==> config.mk <==
export PLATFORM = sky130hd
export DESIGN_NAME = usb_port_pm_reg
export DESIGN_NICKNAME = d
export VERILOG_FILES = /design/src/rtl/usb_port_pm_reg.sv
export SDC_FILE = /design/constraint.sdc
export NUM_CORES = 1
export LEC_CHECK = 0
export BUFFER_PORTS_ARGS = -buffer_cell sky130_fd_sc_hd__buf_2
export CELL_PAD_IN_SITES_DETAIL_PLACEMENT = 0
export CELL_PAD_IN_SITES_GLOBAL_PLACEMENT = 1
export CORE_ASPECT_RATIO = 0.9
export CORE_UTILIZATION = 30
export CTS_CLUSTER_DIAMETER = 150
export DETAILED_ROUTE_END_ITERATION = 12
export PLACE_DENSITY_LB_ADDON = 0.15
export SKIP_CTS_REPAIR_TIMING = 1
export SYNTH_ARGS = -nofsm -noshare
export SYNTH_HDL_FRONTEND = slang
export SYNTH_SLANG_ARGS = --single-unit
export TNS_END_PERCENT = 10
==> constraint.sdc <==
create_clock -name clk -period 4.6 [get_ports clk]
set_clock_uncertainty 0.1 [all_clocks]
set_input_delay 0.69 -clock clk [delete_from_list [all_inputs] [get_ports clk]]
set_output_delay 0.69 -clock clk [all_outputs]
set_load 0.03 [all_outputs]
==> src/rtl/usb_port_pm_reg.sv <==
module usb_port_pm_reg #(
  parameter int ADDR_W = 4,
  parameter logic [ADDR_W-1:0] REG_ADDR = 'h2,
  parameter int IDLE_LIMIT = 250000
) (
  input  logic              clk,
  input  logic              rst_n,
  input  logic [ADDR_W-1:0] addr,
  input  logic              wr_en,
  input  logic [7:0]        wdata,
  input  logic              rd_en,
  output logic [7:0]        rdata,
  input  logic              port_en,
  input  logic              port_rst,
  input  logic              xact_busy,
  input  logic              jk_detect,
  input  logic              oc_active,
  input  logic              hs_idle,
  output logic              block_ds,
  output logic              drive_k,
  output logic              port_chg,
  output logic              resume_tmo
);
  localparam int CNT_W = $clog2(IDLE_LIMIT + 1);
  localparam logic [CNT_W-1:0] LIM    = CNT_W'(IDLE_LIMIT);
  localparam logic [CNT_W-1:0] LIM_M1 = CNT_W'(IDLE_LIMIT - 1);

  logic susp, pend, fpr, exiting, occ, oc_q, tmo, rst_q;
  logic [CNT_W-1:0] cnt;

  wire hit_wr    = wr_en && (addr == REG_ADDR);
  wire hit_rd    = rd_en && (addr == REG_ADDR);
  wire rst_rise  = port_rst && !rst_q;
  wire idle_done = exiting && hs_idle;
  wire jk_hit    = port_en && susp && !fpr && jk_detect;
  wire sw_set    = hit_wr && wdata[1] && port_en && susp && !fpr;
  wire sw_clr    = hit_wr && !wdata[1] && fpr && !exiting;
  wire waiting   = exiting && !hs_idle;

  assign block_ds   = port_en && susp && !port_rst;
  assign drive_k    = fpr;
  assign resume_tmo = tmo;

  always_ff @(posedge clk) begin
    if (!rst_n) begin
      susp <= 1'b0; pend <= 1'b0; fpr <= 1'b0; exiting <= 1'b0;
      occ <= 1'b0; oc_q <= 1'b0; tmo <= 1'b0; rst_q <= 1'b0;
      cnt <= '0; port_chg <= 1'b0; rdata <= '0;
    end else begin
      rst_q    <= port_rst;
      oc_q     <= oc_active;
      port_chg <= jk_hit;

      if (rst_rise) begin
        susp <= 1'b0; pend <= 1'b0;
      end else if (idle_done) begin
        susp <= 1'b0;
      end else if (!port_en) begin
        pend <= 1'b0;
      end else if (pend) begin
        if (!xact_busy) begin susp <= 1'b1; pend <= 1'b0; end
      end else if (hit_wr && wdata[0] && !susp) begin
        if (xact_busy) pend <= 1'b1;
        else           susp <= 1'b1;
      end

      if (waiting && cnt != LIM) cnt <= cnt + 1'b1;

      if (rst_rise || idle_done) begin
        fpr <= 1'b0; exiting <= 1'b0;
      end else if (jk_hit || sw_set) begin
        fpr <= 1'b1;
      end else if (sw_clr) begin
        exiting <= 1'b1; cnt <= '0;
      end

      if (waiting && cnt == LIM_M1)  tmo <= 1'b1;
      else if (hit_wr && wdata[5])   tmo <= 1'b0;

      if (oc_active != oc_q)         occ <= 1'b1;
      else if (hit_wr && wdata[2])   occ <= 1'b0;

      if (hit_rd)     rdata <= {2'b00, tmo, oc_q, port_en, occ, fpr, susp};
      else if (rd_en) rdata <= '0;
    end
  end


  susp_needs_en_chk: assert property (@(posedge clk) disable iff (!rst_n)
    $rose(susp) |-> $past(port_en));

  susp_after_xact_chk: assert property (@(posedge clk) disable iff (!rst_n)
    $rose(susp) |-> !$past(xact_busy));

  chg_with_resume_chk: assert property (@(posedge clk) disable iff (!rst_n)
    port_chg |-> $rose(drive_k));

  resume_from_susp_chk: assert property (@(posedge clk) disable iff (!rst_n)
    $rose(fpr) |-> $past(susp));

  exit_clears_susp_chk: assert property (@(posedge clk) disable iff (!rst_n)
    $fell(fpr) |-> !susp);

  tmo_during_exit_chk: assert property (@(posedge clk) disable iff (!rst_n)
    $rose(tmo) |-> $past(fpr));
endmodule

==> metrics.yaml, run 1 <==
hold_path_depth: 2
synth_top_cells_by_count: "dfxtp_1, nor2_1, nor2b_1"
grt_max_degree: 21
dpl.hpwl_um: 2570
initial_utilization: 0.319
finalHoldViolCount: 0
dieArea_um2: 5560
seq_area_um2: 661
crit_start: "addr[0]"
critPathSlowestCell: "or4b_1"
grt_pass1_vias: 1260
status: "complete, no violations"
synth_top_cell_by_area: "dfxtp_1"
synth_area_per_cell_um2: 8.72
setup_viol: 0
async_reset_ff_frac: 0
antenna_left: 0
h-tree-depth: 2
maxCapViolations: 0
antenna_cells: 0
io_pins: 34
synth_seq_cells: 33
path_clk_slew_ns: 0.06
path_class: "primary input to register"
end_kind: "register"
fp.dieW_um: 78.5
area_growth_pct: 17.4
final_cell_area_um2: 1850
ys_seq_area_frac: 0.418
cts.sinks: 33
critPathLaunchType: "primary input"
vias_per_cell: 4.67
finalWirelength_um: 3310
drive_gt1_frac: 0.199
fillers: 536
crit_cells: 6
portBuffers: 27
reg2reg_depth: 5
cts_buffers: 5
rsz0062_at_grt: "false"
synth_edf_count: 0
maxSlewViolCount: 0
p_leak_nw: 0.685
fmax_mhz: 449
worstPathCellList: "buf_2, or4b_1, o41ai_2, buf_4, a311oi_1, a41o_2"
vdd_drop_max_uv: 154
multiInputGateArea_um2: 857
overflow: 0
cts-root-buf: "clkbuf_8"
dr.pass1.iters: 4
setup_tns_ns: 0
fin_util: 0.374
r2r-start: "cnt[5]"
worstPathRequired_ns: 4.67
gp_congestion: 0.743
postPlaceCellArea_um2: 1770
reg2reg_slack_ns: 2.55
reg2reg_to: "cnt[13]"
power_mw: 0.530
grt_pass1_wl_um: 5710
worstPathArrival_ns: 2.30
cp_max_fo: 20
powerDensity_nw_per_um2: 286
grt_use_total: 0.132
core_area_um2: 4950
cts_buffer_depth: 2
ys.warnings.count: 0
cpPeakStageDelay_ns: 0.56
antenna_found_initial: 0
cts_tree: "done"
routed-via-count: 1288
synth.most_common_cell: "dfxtp_1"
wl_per_cell_um: 12.0
die_h_um: 70.8
ys_types: 39
rows: 24
fin_crit_sh: 0.484
synth_ff_type: "dfxtp_1"
syn-instance-count: 181
hp-class: "register to register"
critPathBufInv: 2
period_minus_slack_ns: 2.23
synth_top_area_frac: 0.418
synthTopCellsByArea: "dfxtp_1, nor2_1, nor2b_1"
cp_top_family: "compound AO/OA/AOI/OAI gates"
insertion_delay_ns: 0.27
netlist_area_um2: 1580
drc_errors: 0
crit_end: "cnt[13]"
nets: 235
drtIter0Drc: 61
holdWs_ns: 0.410
report_power, final:
group          switching (mW)  internal (mW)  leakage [nW]
combinational          0.0155         0.0112         0.374
sequential           0.000924          0.288         0.267
clock                  0.0961          0.119        0.0443
metrics by stage:
stage                     setup WS, ns  std cells
after floorplan                   2.30        182
after global placement            2.07        269
after detailed placement          2.07        269
after CTS                         2.36        276
after global routing              2.27        276
final                             2.37        276
flip-flops by register name, summed over array words and instances (netlist names):
| register | cells |
|---|---|
| resume_tmo | 1 |
| exiting | 1 |
| susp | 1 |
| oc_q | 1 |
| occ | 1 |
| pend | 1 |
| drive_k | 1 |
| rdata | 6 |
| rst_q | 1 |
| port_chg | 1 |
| cnt | 18 |
kinds of logic (layout without fill, tap and decap cells):
logic type	after synthesis	in the layout	synth area share
AND/OR/NAND/NOR	92	92	0.317
flip-flops	33	33	0.418
AO/OA/AOI/OAI	25	25	0.121
XOR/XNOR	14	14	0.0777
buffers and inverters	13	42	0.0412
adder cells (fa/ha/maj)	2	2	0.0158
other	1	2	0.00237
multiplexers	1	1	0.00634
per-layer routing:
layer  share of wire  GRT usage  routed length, µm
met5               0          0                  0
met4          0.0048     0.0391                 16
met3           0.027     0.0413                 89
met2            0.45      0.205               1500
met1            0.51      0.175               1710
tightest hold or removal path, delay by kind of cell (launching register included):
| family | cells | cell delay (ns) |
|---|---|---|
| AO/OA/AOI/OAI | 2 | 0.14 |
| flip-flops | 1 | 0.33 |
worst min-delay path by stage:
stage / from / end / slack, ns
6_report: cnt[8] / cnt[8] / 0.41
3_3_place_gp: occ / rdata[2] / 0.39
5_1_grt: cnt[2] / cnt[2] / 0.45
3_5_place_dp: cnt[8] / cnt[8] / 0.41
2_1_floorplan: cnt[17] / cnt[17] / 0.37
4_1_cts: cnt[8] / cnt[8] / 0.42
cells in the final DEF, fill, tap and decap left out, types with 7 or more instances in the layout:
| cell type | count |
|---|---|
| nor2b_1 | 16 |
| xnor2_1 | 7 |
| nor2_1 | 29 |
| inv_1 | 7 |
| buf_2 | 27 |
| xor2_1 | 7 |
| dfxtp_1 | 33 |
| nand3_1 | 8 |
| a21oi_1 | 12 |
| nand2_1 | 11 |
area by class of cell:
cell class | instances | area share
multi-input cells | 136 | 0.462
well taps | 65 | 0.0439
repair buffers | 28 | 0.0769
flip-flops and latches | 33 | 0.356
clock buffers | 7 | 0.0466
inverters | 7 | 0.0142
No activity file was read; power rests on OpenSTA's default activity.
==> inputs of run 2 (changes only) <==
==> constraint.sdc (replaced) <==
create_clock -name clk -period 2.2 [get_ports clk]
set_clock_uncertainty 0.1 [all_clocks]
set_input_delay 0.33 -clock clk [delete_from_list [all_inputs] [get_ports clk]]
set_output_delay 0.33 -clock clk [all_outputs]
set_load 0.03 [all_outputs]
==> run 2 against run 1 <==
Effect of this change:
- sequential power rose by 110%
- global-route usage rose by 0.30 points
- via count down 0.31%
- wire length rose by 0.30%
- die area unchanged
- register-to-register slack got worse by 2.4 ns
- first-iteration DRC count fell by 34%
- cell count up 0.72%
- critical path type is now register to register
- highest routed layer unchanged
==> metrics.yaml, run 2 (same netlist as run 1, synthesis figures left out) <==
cts_buffers: 5
wl_met2_um: 1500
period_minus_slack_ns: 2.04
vdd_drop_max_uv: 351
drc_errors: 0
grt_pass1_wl_um: 5760
drive_gt1_frac: 0.207
portBuffers: 27
cts-root-buf: "clkbuf_8"
path_class: "register to register"
overflow: 0
status: "complete, no violations"
io_pins: 34
wl_met1_um: 1670
max_flop_register: "cnt"
layout_common_cells: "dfxtp_1, nor2_1, buf_2"
setup_ws_ns: 0.157
final_cell_area_um2: 1890
initial_utilization: 0.319
fmax_mhz: 490
maxCapViolations: 0
path_clk_slew_ns: 0.07
antenna_left: 0
powerDensity_nw_per_um2: 659
r2r-start: "cnt[5]"
h-tree-depth: 2
dpl_worst_slack_ns: 0.0444
dpl.hpwl_um: 2580
insertion_delay_ns: 0.28
setup_tns_ns: 0
p_leak_nw: 0.703
holdPathEnd: "oc_q"
largest_reg_flops: 18
hold_path_depth: 2
core_area_um2: 4950
grt_use_total: 0.135
maxSlewViolCount: 0
antenna_cells: 0
reg2reg_slack_ns: 0.16
rsz0062_at_grt: "false"
end_kind: "register"
hold_start: "oc_active"
fin_util: 0.382
finalWirelength_um: 3320
dr.pass1.iters: 4
wl_met3_um: 114
wl_per_cell_um: 12.0
setup_viol: 0
nets: 236
grt_max_degree: 14
vias_per_cell: 4.62
postPlaceCellArea_um2: 1780
area_growth_pct: 19.8
hp-class: "primary input to register"
cp_max_fo: 7
worstPathRequired_ns: 2.32
cts_buffer_depth: 2
finalHoldViolCount: 0
reg2reg_to: "cnt[13]"
die_h_um: 70.8
routed-via-count: 1284
rows: 24
fp.dieW_um: 78.5
dieArea_um2: 5560
cts_tree: "done"
cts.sinks: 33
gp_congestion: 0.738
reg_top3: "cnt (18), rdata (6)"
fin_crit_sh: 0.929
grt_pass1_vias: 1264
highest_layer: "met4"
layout_commonest_cell: "dfxtp_1"
reg2reg_depth: 5
antenna_found_initial: 0
worstPathArrival_ns: 2.17
drtIter0Drc: 40
critPathLaunchType: "register"
run 2: cell count changes in the layout (fill, tap and decap cells not counted), sizes merged:
cell,before,now
buf,28,29
bufinv,0,1
run 2: cell type report:
cell class / count / area [µm²]
Clock buffer: 7 / 86.3
Clock inverter: 1 / 30.0
Fill cell: 540 / 3060
Inverter: 7 / 26.3
Multi-Input combinational cell: 136 / 857
Sequential cell: 33 / 661
Tap cell: 65 / 81.3
Timing Repair Buffer: 29 / 150
run 2: critical path, stage by stage, from the launching register on:
cell and delay (ns):
dfxtp_1 0.33, or4b_4 0.55, nor4_4 0.36, a41oi_4 0.23
a311oi_1 0.28, a41o_2 0.14
run 2: where the power goes:
part	internal [mW]	switching [mW]	leakage [nW]
Clock	0.369	0.216	0.0585
Sequential	0.601	0.00197	0.267
Combinational	0.0246	0.0327	0.378
run 2: how the worst max path moves through the flow:
stage / start / endpoint / slack [ns] / cells past startpoint
3_5_place_dp: addr[0] / cnt[13] / 0.04 / 6
4_1_cts: cnt[5] / cnt[13] / 0.14 / 5
5_1_grt: cnt[10] / cnt[13] / 0.04 / 5
2_1_floorplan: addr[0] / cnt[13] / 0.26 / 5
6_report: cnt[5] / cnt[13] / 0.16 / 5
3_3_place_gp: addr[0] / cnt[11] / 0.10 / 6
run 2: through the flow:
step,hold WS (ns),total power [mW],instances
6_report,0.177,1.25,278
5_1_grt,0.178,1.30,278
4_1_cts,0.167,1.27,278
3_5_place_dp,0.395,0.675,270
3_3_place_gp,0.392,0.674,270
2_1_floorplan,0.348,0.650,182
run 2: layer usage:
metal	global-route usage	vias up
met2	0.204	15
met4	0.0494	0
met1	0.183	590
met3	0.0361	5
li1	-	674
met5	0	-
